===== src/rtl/rtc_alarm_match.sv =====
module rtc_alarm_match (
  input  logic       clk,
  input  logic       rst_n,
  input  logic       tick,
  input  logic [6:0] cur_sec,
  input  logic [6:0] cur_min,
  input  logic [5:0] cur_hour,
  input  logic [5:0] cur_date,
  input  logic       wr_en,
  input  logic       rd_en,
  input  logic [2:0] addr,
  input  logic [7:0] wdata,
  output logic [7:0] rdata,
  output logic       irq
);

  logic [7:0] al_sec, al_min, al_hour, al_date;
  logic       irq_en, flag;

  wire units_ok = wdata[3:0] <= 4'd9;
  wire sm_ok    = units_ok && wdata[6:4] <= 3'd5;
  wire hour_ok  = units_ok && (wdata[5:4] < 2'd2 || (wdata[5:4] == 2'd2 && wdata[3:0] <= 4'd3));
  wire date_ok  = units_ok && wdata[4:0] != 5'd0;

  wire [3:0] mask = {al_date[7], al_hour[7], al_min[7], al_sec[7]};
  wire eq_sec  = cur_sec  == al_sec[6:0];
  wire eq_min  = cur_min  == al_min[6:0];
  wire eq_hour = cur_hour == al_hour[5:0];
  wire eq_date = cur_date == {1'b0, al_date[4:0]};

  logic hit_fields;
  always_comb begin
    case (mask)
      4'b0000: hit_fields = eq_date && eq_hour && eq_min && eq_sec;
      4'b1000: hit_fields = eq_hour && eq_min && eq_sec;
      4'b1100: hit_fields = eq_min && eq_sec;
      4'b1110: hit_fields = eq_sec;
      default: hit_fields = 1'b1;
    endcase
  end
  wire hit = tick && hit_fields;
  wire flag_rd = rd_en && addr == 3'd5;

  always_ff @(posedge clk) begin
    if (!rst_n) begin
      al_sec  <= 8'h00;
      al_min  <= 8'h00;
      al_hour <= 8'h00;
      al_date <= 8'h00;
      irq_en  <= 1'b0;
      flag    <= 1'b0;
      irq     <= 1'b0;
    end else begin
      irq <= hit && irq_en;
      if (hit) flag <= 1'b1;
      else if (flag_rd) flag <= 1'b0;
      if (wr_en) begin
        case (addr)
          3'd0: if (sm_ok)   al_sec  <= wdata;
          3'd1: if (sm_ok)   al_min  <= wdata;
          3'd2: if (hour_ok) al_hour <= wdata;
          3'd3: if (date_ok) al_date <= wdata;
          3'd4: irq_en <= wdata[7];
          default: ;
        endcase
      end
    end
  end

  always_comb begin
    case (addr)
      3'd0: rdata = al_sec;
      3'd1: rdata = al_min;
      3'd2: rdata = al_hour;
      3'd3: rdata = al_date;
      3'd4: rdata = {irq_en, 7'b0};
      3'd5: rdata = {1'b0, flag, 6'b0};
      default: rdata = 8'h00;
    endcase
  end

  assert_irq_after_tick_R10: assert property (@(posedge clk) disable iff (!rst_n)
    irq |-> $past(tick) && $past(irq_en));
  assert_irq_sets_flag_R11: assert property (@(posedge clk) disable iff (!rst_n)
    irq |-> flag);
  assert_flag_rise_on_tick_R11: assert property (@(posedge clk) disable iff (!rst_n)
    $rose(flag) |-> $past(tick));
  assert_flag_read_clears_R11: assert property (@(posedge clk) disable iff (!rst_n)
    (flag_rd && !tick) |=> !flag);
  assert_bad_sec_kept_R2: assert property (@(posedge clk) disable iff (!rst_n)
    (wr_en && addr == 3'd0 && wdata[3:0] > 4'd9) |=> $stable(al_sec));
  assert_bad_hour_kept_R3: assert property (@(posedge clk) disable iff (!rst_n)
    (wr_en && addr == 3'd2 && wdata[5:4] == 2'd3) |=> $stable(al_hour));
  assert_zero_date_kept_R4: assert property (@(posedge clk) disable iff (!rst_n)
    (wr_en && addr == 3'd3 && wdata[4:0] == 5'd0) |=> $stable(al_date));

endmodule


===== config.mk =====
export PLATFORM = sky130hd
export DESIGN_NAME = rtc_alarm_match
export DESIGN_NICKNAME = d
export VERILOG_FILES = /design/src/rtl/rtc_alarm_match.sv
export SDC_FILE = /design/constraint.sdc
export NUM_CORES = 1
export LEC_CHECK = 0
export BUFFER_PORTS_ARGS = -buffer_cell sky130_fd_sc_hd__buf_2
export CAP_MARGIN = 20
export CORE_ASPECT_RATIO = 0.6
export CORE_MARGIN = 4
export CORE_UTILIZATION = 33
export CTS_BUF_LIST = sky130_fd_sc_hd__clkbuf_2
export DETAILED_ROUTE_END_ITERATION = 8
export PLACE_DENSITY = 0.53
export SETUP_SLACK_MARGIN = 0.4
export SLEW_MARGIN = 20
export SYNTH_ARGS = -nofsm -noshare
export SYNTH_HDL_FRONTEND = slang
export SYNTH_SLANG_ARGS = --single-unit
export TNS_END_PERCENT = 100

===== constraint.sdc =====
create_clock -name clk -period 3.2 [get_ports clk]
set_input_delay 0.32 -clock clk [delete_from_list [all_inputs] [get_ports clk]]
set_output_delay 0.32 -clock clk [all_outputs]
set_load 0.02 [all_outputs]

# --- Word level (Yosys, flattened, before mapping) ---
# Cells that the tools add are included.
totals:
  regBits: 35
  input_bits: 42
  output_inout_bits: 9
  word_cells: 51
op_classes:
  magnitude_cmp: 4
  eq_ne: 13
  n_mux: 4
  reduce_logical: 23
op_table:
  columns: ["operator", "count"]
  rows:
  - ["case mux 8 bit (6 select lines)", 1]
  - ["== test 7 bit", 2]
  - ["logical AND 1 bit", 13]
  - ["== test 4 bit, second input constant", 3]
  - ["AND reduction 3 bit", 4]
  - ["== test 3 x 2 -> 1 bit, second input constant", 2]
  - ["== test 3 bit, second input constant", 2]
  - ["== test 6 x 5 -> 1 bit", 1]
  - ["== test 6 bit", 1]
  - ["nonzero test 5 bit", 1]
  - ["less-or-equal comparator 4 x 2 -> 1 bit, second input constant", 1]
  - ["less-or-equal comparator 4 bit, second input constant", 1]
  - ["zero test 4 bit", 1]
  - ["case mux 1 bit (4 select lines)", 1]
  - ["== test 3 x 1 -> 1 bit, second input constant", 1]
  - ["less-or-equal comparator 3 bit, second input constant", 1]
  - ["zero test 3 bit", 1]
  - ["== test 2 bit, second input constant", 1]
  - ["< comparator 2 bit, second input constant", 1]
  - ["two-way mux 1 bit", 2]
  - ["AND reduction 2 bit", 1]
  - ["nonzero test 2 bit", 1]
  - ["logical OR 1 bit", 1]

# --- Logic depth before layout (Yosys ltp) ---
logic_depth:
  word_depth: 7
  ltp_mapped: 6
  depth_no_buf: 5

# --- Least setup slack after synthesis ---
# Ideal clock, no wire load.
synth_timing:
  kind: "input-to-output"
  from: "input port addr[0]"
  to: "output port rdata[6]"
  arrival_time_ps: 1367
  required_ps: 2880
  setup_slack_ps: 1513
  path_stages: 4
  path_buffers: 1
  cell_sequence: "buf_2 -> mux4_2 -> inv_1 -> o21ai_0"
synth_via:
  elab_chain_cells: 2
  elab_cells_between_ends: 7
  cone_classes: "eq/ne: 5; mux: 1; reduce/logical: 1"
synth_lines:
  columns: ["element", "line", "source"]
  rows:
  - ["start: declaration", "11", "input logic [2:0] addr,"]
  - ["== test 3 bit, or another cell as far along", "71", "case (addr)"]
  - ["case mux 8 bit (6 select lines) (*)", "71", null]
  - ["end: declaration", "13", "output logic [7:0] rdata,"]
# Mark *: on every way between the ends. The rest lies on a longest branch, timed or not.

# --- Worst setup path after layout ---
layout_timing:
  from: "register al_hour[5]"
  to: "register irq"
layout_via:
  elab_chain_cells: 7
  elab_cells_between_ends: 9
  cone_classes: "eq/ne: 1; mux: 1; reduce/logical: 7"
layout_lines:
  columns: ["element", "line", "source"]
  rows:
  - ["start: declaration", "17", "logic [7:0] al_sec, al_min, al_hour, al_date;"]
  - ["start signal: assignment", "61", "3'd2: if (hour_ok) al_hour <= wdata;"]
  - ["== test 6 bit (*)", "28", "wire eq_hour = cur_hour == al_hour[5:0];"]
  - ["logical AND 1 bit (3 in a row)", "34", "4'b0000: hit_fields = eq_date && eq_hour && eq_min && eq_sec;"]
  - ["case mux 1 bit (4 select lines) (*)", "33", "case (mask)"]
  - ["logical AND 1 bit (*)", "41", "wire hit = tick && hit_fields;"]
  - ["logical AND 1 bit (*)", "54", "irq <= hit && irq_en;"]
  - ["end signal: assignment", "54", null]
  - ["end: declaration", "14", "output logic irq"]
# Marked as above.
# A chain may end at the register's enable or synchronous reset.

==> results.toml <==
[floorplanning]
core_um2 = 5680
io_pins = 51
start_util = 0.348
num_rows = 21
die_h_um = 67.9
die_w_um = 108
die_area_um2 = 7330

[cts]
cts_root_buf = "clkbuf_2"
hold_buffers = 0
insertion_delay_ps = 390
tritoncts = "yes"
htreeDepth = 2
cts_max_path_buffers = 2
cts_buffers = 5
cts_resized = 0
post_cts_buffers = 0
cts_sinks = 35
clk_pin_slew_ps = 180

[grt]
overflow = 0
grt_pass1_vias = 1530
grt_antenna_before_repair = 0
gr-usage-all-layers = 0.153
grt_max_degree = 36
grt_pass1_wl_mm = 8.34

[placement]
dpl.hpwl_mm = 4.12
dpl-instance-area_um2 = 2290
place.gp.congestion = 0.787
port_buffers = 50

[yosys]
synth_nets = 236
yosysTopAreaCellShare = 0.355
syn_inst = 194
ys_seq_elements = 35
avgSynthCellArea_um2 = 10.2
yosys.area.top_type = "dfxtp_1"
netlist_area_um2 = 1970
yosys-top-cells-area = "dfxtp_1, mux2i_1, nor2b_1, mux4_2, xor2_1"
ys_seq_area_frac = 0.355
yosys_warnings = 0
ys_types = 32

[drt]
drtPass1Iterations = 4
ant_nets = 0
wl_per_cell_um = 16.2
via_per_inst = 4.79
drc_errors = 0
routed_wl_mm = 5.28
drtIter0Drc = 75
num_vias = 1557

[finish]
final_common_cell = "buf_2"
syn2layout_area_growth_pct = 18.3
mostFrequentLayoutCells = "buf_2, nor2b_1, dfxtp_1"
layout-drive-gt1-share = 0.286
n_antenna_cell = 0
fin_nets = 286
stdcell_area_um2 = 2330

[timing]
slew_headroom = 0.528
slew_viol_final = 0
fin_skew_ps = 11.6
worstMarginPinSlew_ps = 705
period_needed_ps = 2080
rsz0062_at_grt = "no"
fin_tns_setup_ps = 0
hold_ws_ps = 138
setup_viol = 0
post-route-period-util = 0.649
hold_viol = 0
fmax_ghz = 0.481

[status]
outcome = "completed"

[power_and_ir_drop]
leakage_nw = 1.00
ir_worst_vdd_uv = 129
power.density_nw_per_um2 = 331

[setup_path]
required_ps = 3530
path_class = "reg -> reg"
end_kind = "flip-flop"
arrival_ps = 2410
cp-start-kind = "flip-flop"
cp_max_fo = 3

[run]
cap_viol_max_count = 0

[worst_hold_path]
hold_class = "in -> reg"
routing by layer:
| layer | share of wire | up-vias | routed length [um] | GRT usage |
|---|---|---|---|---|
| met2 | 0.39 | 56 | 2080 | 0.214 |
| li1 | - | 780 | - | - |
| met1 | 0.54 | 715 | 2840 | 0.231 |
| met4 | 0.010 | 0 | 54 | 0.0378 |
| met3 | 0.057 | 6 | 303 | 0.0405 |
| met5 | 0 | - | 0 | 0 |
metrics by stage:
stage	instances	worst slack, ps	power, mW	utilization
finish	325	1120	0.772	0.411
global route	325	1040	0.812	0.411
CTS	325	1180	0.780	0.411
detailed placement	317	1090	0.566	0.404
global placement	317	1050	0.566	0.404
floorplan	194	1510	0.514	-
cells in the mapped netlist:
cell,n
nor2b_1,39
dfxtp_1,35
mux2i_1,31
xor2_1,15
inv_1,8
mux4_2,8
xnor2_1,7
nand2_1,5
clkbuf_1,4
nand3_1,4
o21ai_0,4
a31oi_1,3
buf_2,3
nand4_1,3
nor2_1,3
nor4_1,3
a21oi_1,2
nand2b_1,2
nor3_1,2
a211oi_2,1
a211oi_4,1
a21boi_1,1
a222oi_1,1
a22oi_1,1
and2_1,1
and4_1,1
o2111a_1,1
o21a_1,1
o21ai_1,1
o31a_1,1
or3_4,1
or4_4,1
registers in the layout, summed over array words and instances (netlist names):
signal / count
al_min: 8
al_hour: 8
al_date: 8
al_sec: 8
irq: 1
irq_en: 1
flag: 1
area by class of cell:
type	count	area, um2
repair buffers	50	250
multi-input cells	144	1210
fillers	611	3340
well taps	80	100
clock inverters	1	5.00
inverters	8	30.0
clock buffers	7	35.0
flip-flops and latches	35	701
worst paths after layout:
check	start	cells past startpoint	endpoint	slack, ps
worst max-delay path	al_hour[5]	5	irq	1120
worst min-delay path	tick	3	irq	140
worst min register to register	irq_en	2	irq	490
worst max register to register	al_hour[5]	5	irq	1120
where the power goes:
| part | switching, mW | total, mW | internal [mW] |
|---|---|---|---|
| clock | 0.156 | 0.215 | 0.0596 |
| combinational | 0.0565 | 0.109 | 0.0521 |
| sequential | 0.00565 | 0.448 | 0.442 |
| total | 0.218 | 0.772 | 0.554 |
kinds of logic after synthesis:
family,Yosys count,synth area share
simple gates,65,0.198
compound gates,18,0.0703
buf+inv,15,0.0304
flops,35,0.355
mux,39,0.248
xor+xnor,22,0.0976
worst max-delay path: stages, from the launching register on:
cell,delay (ps)
dfxtp_1,370
xor2_1,190
nor4_1,540
a31oi_1,150
or4_4,530
a211oi_2,230
Power figures use the tool's default switching activity.
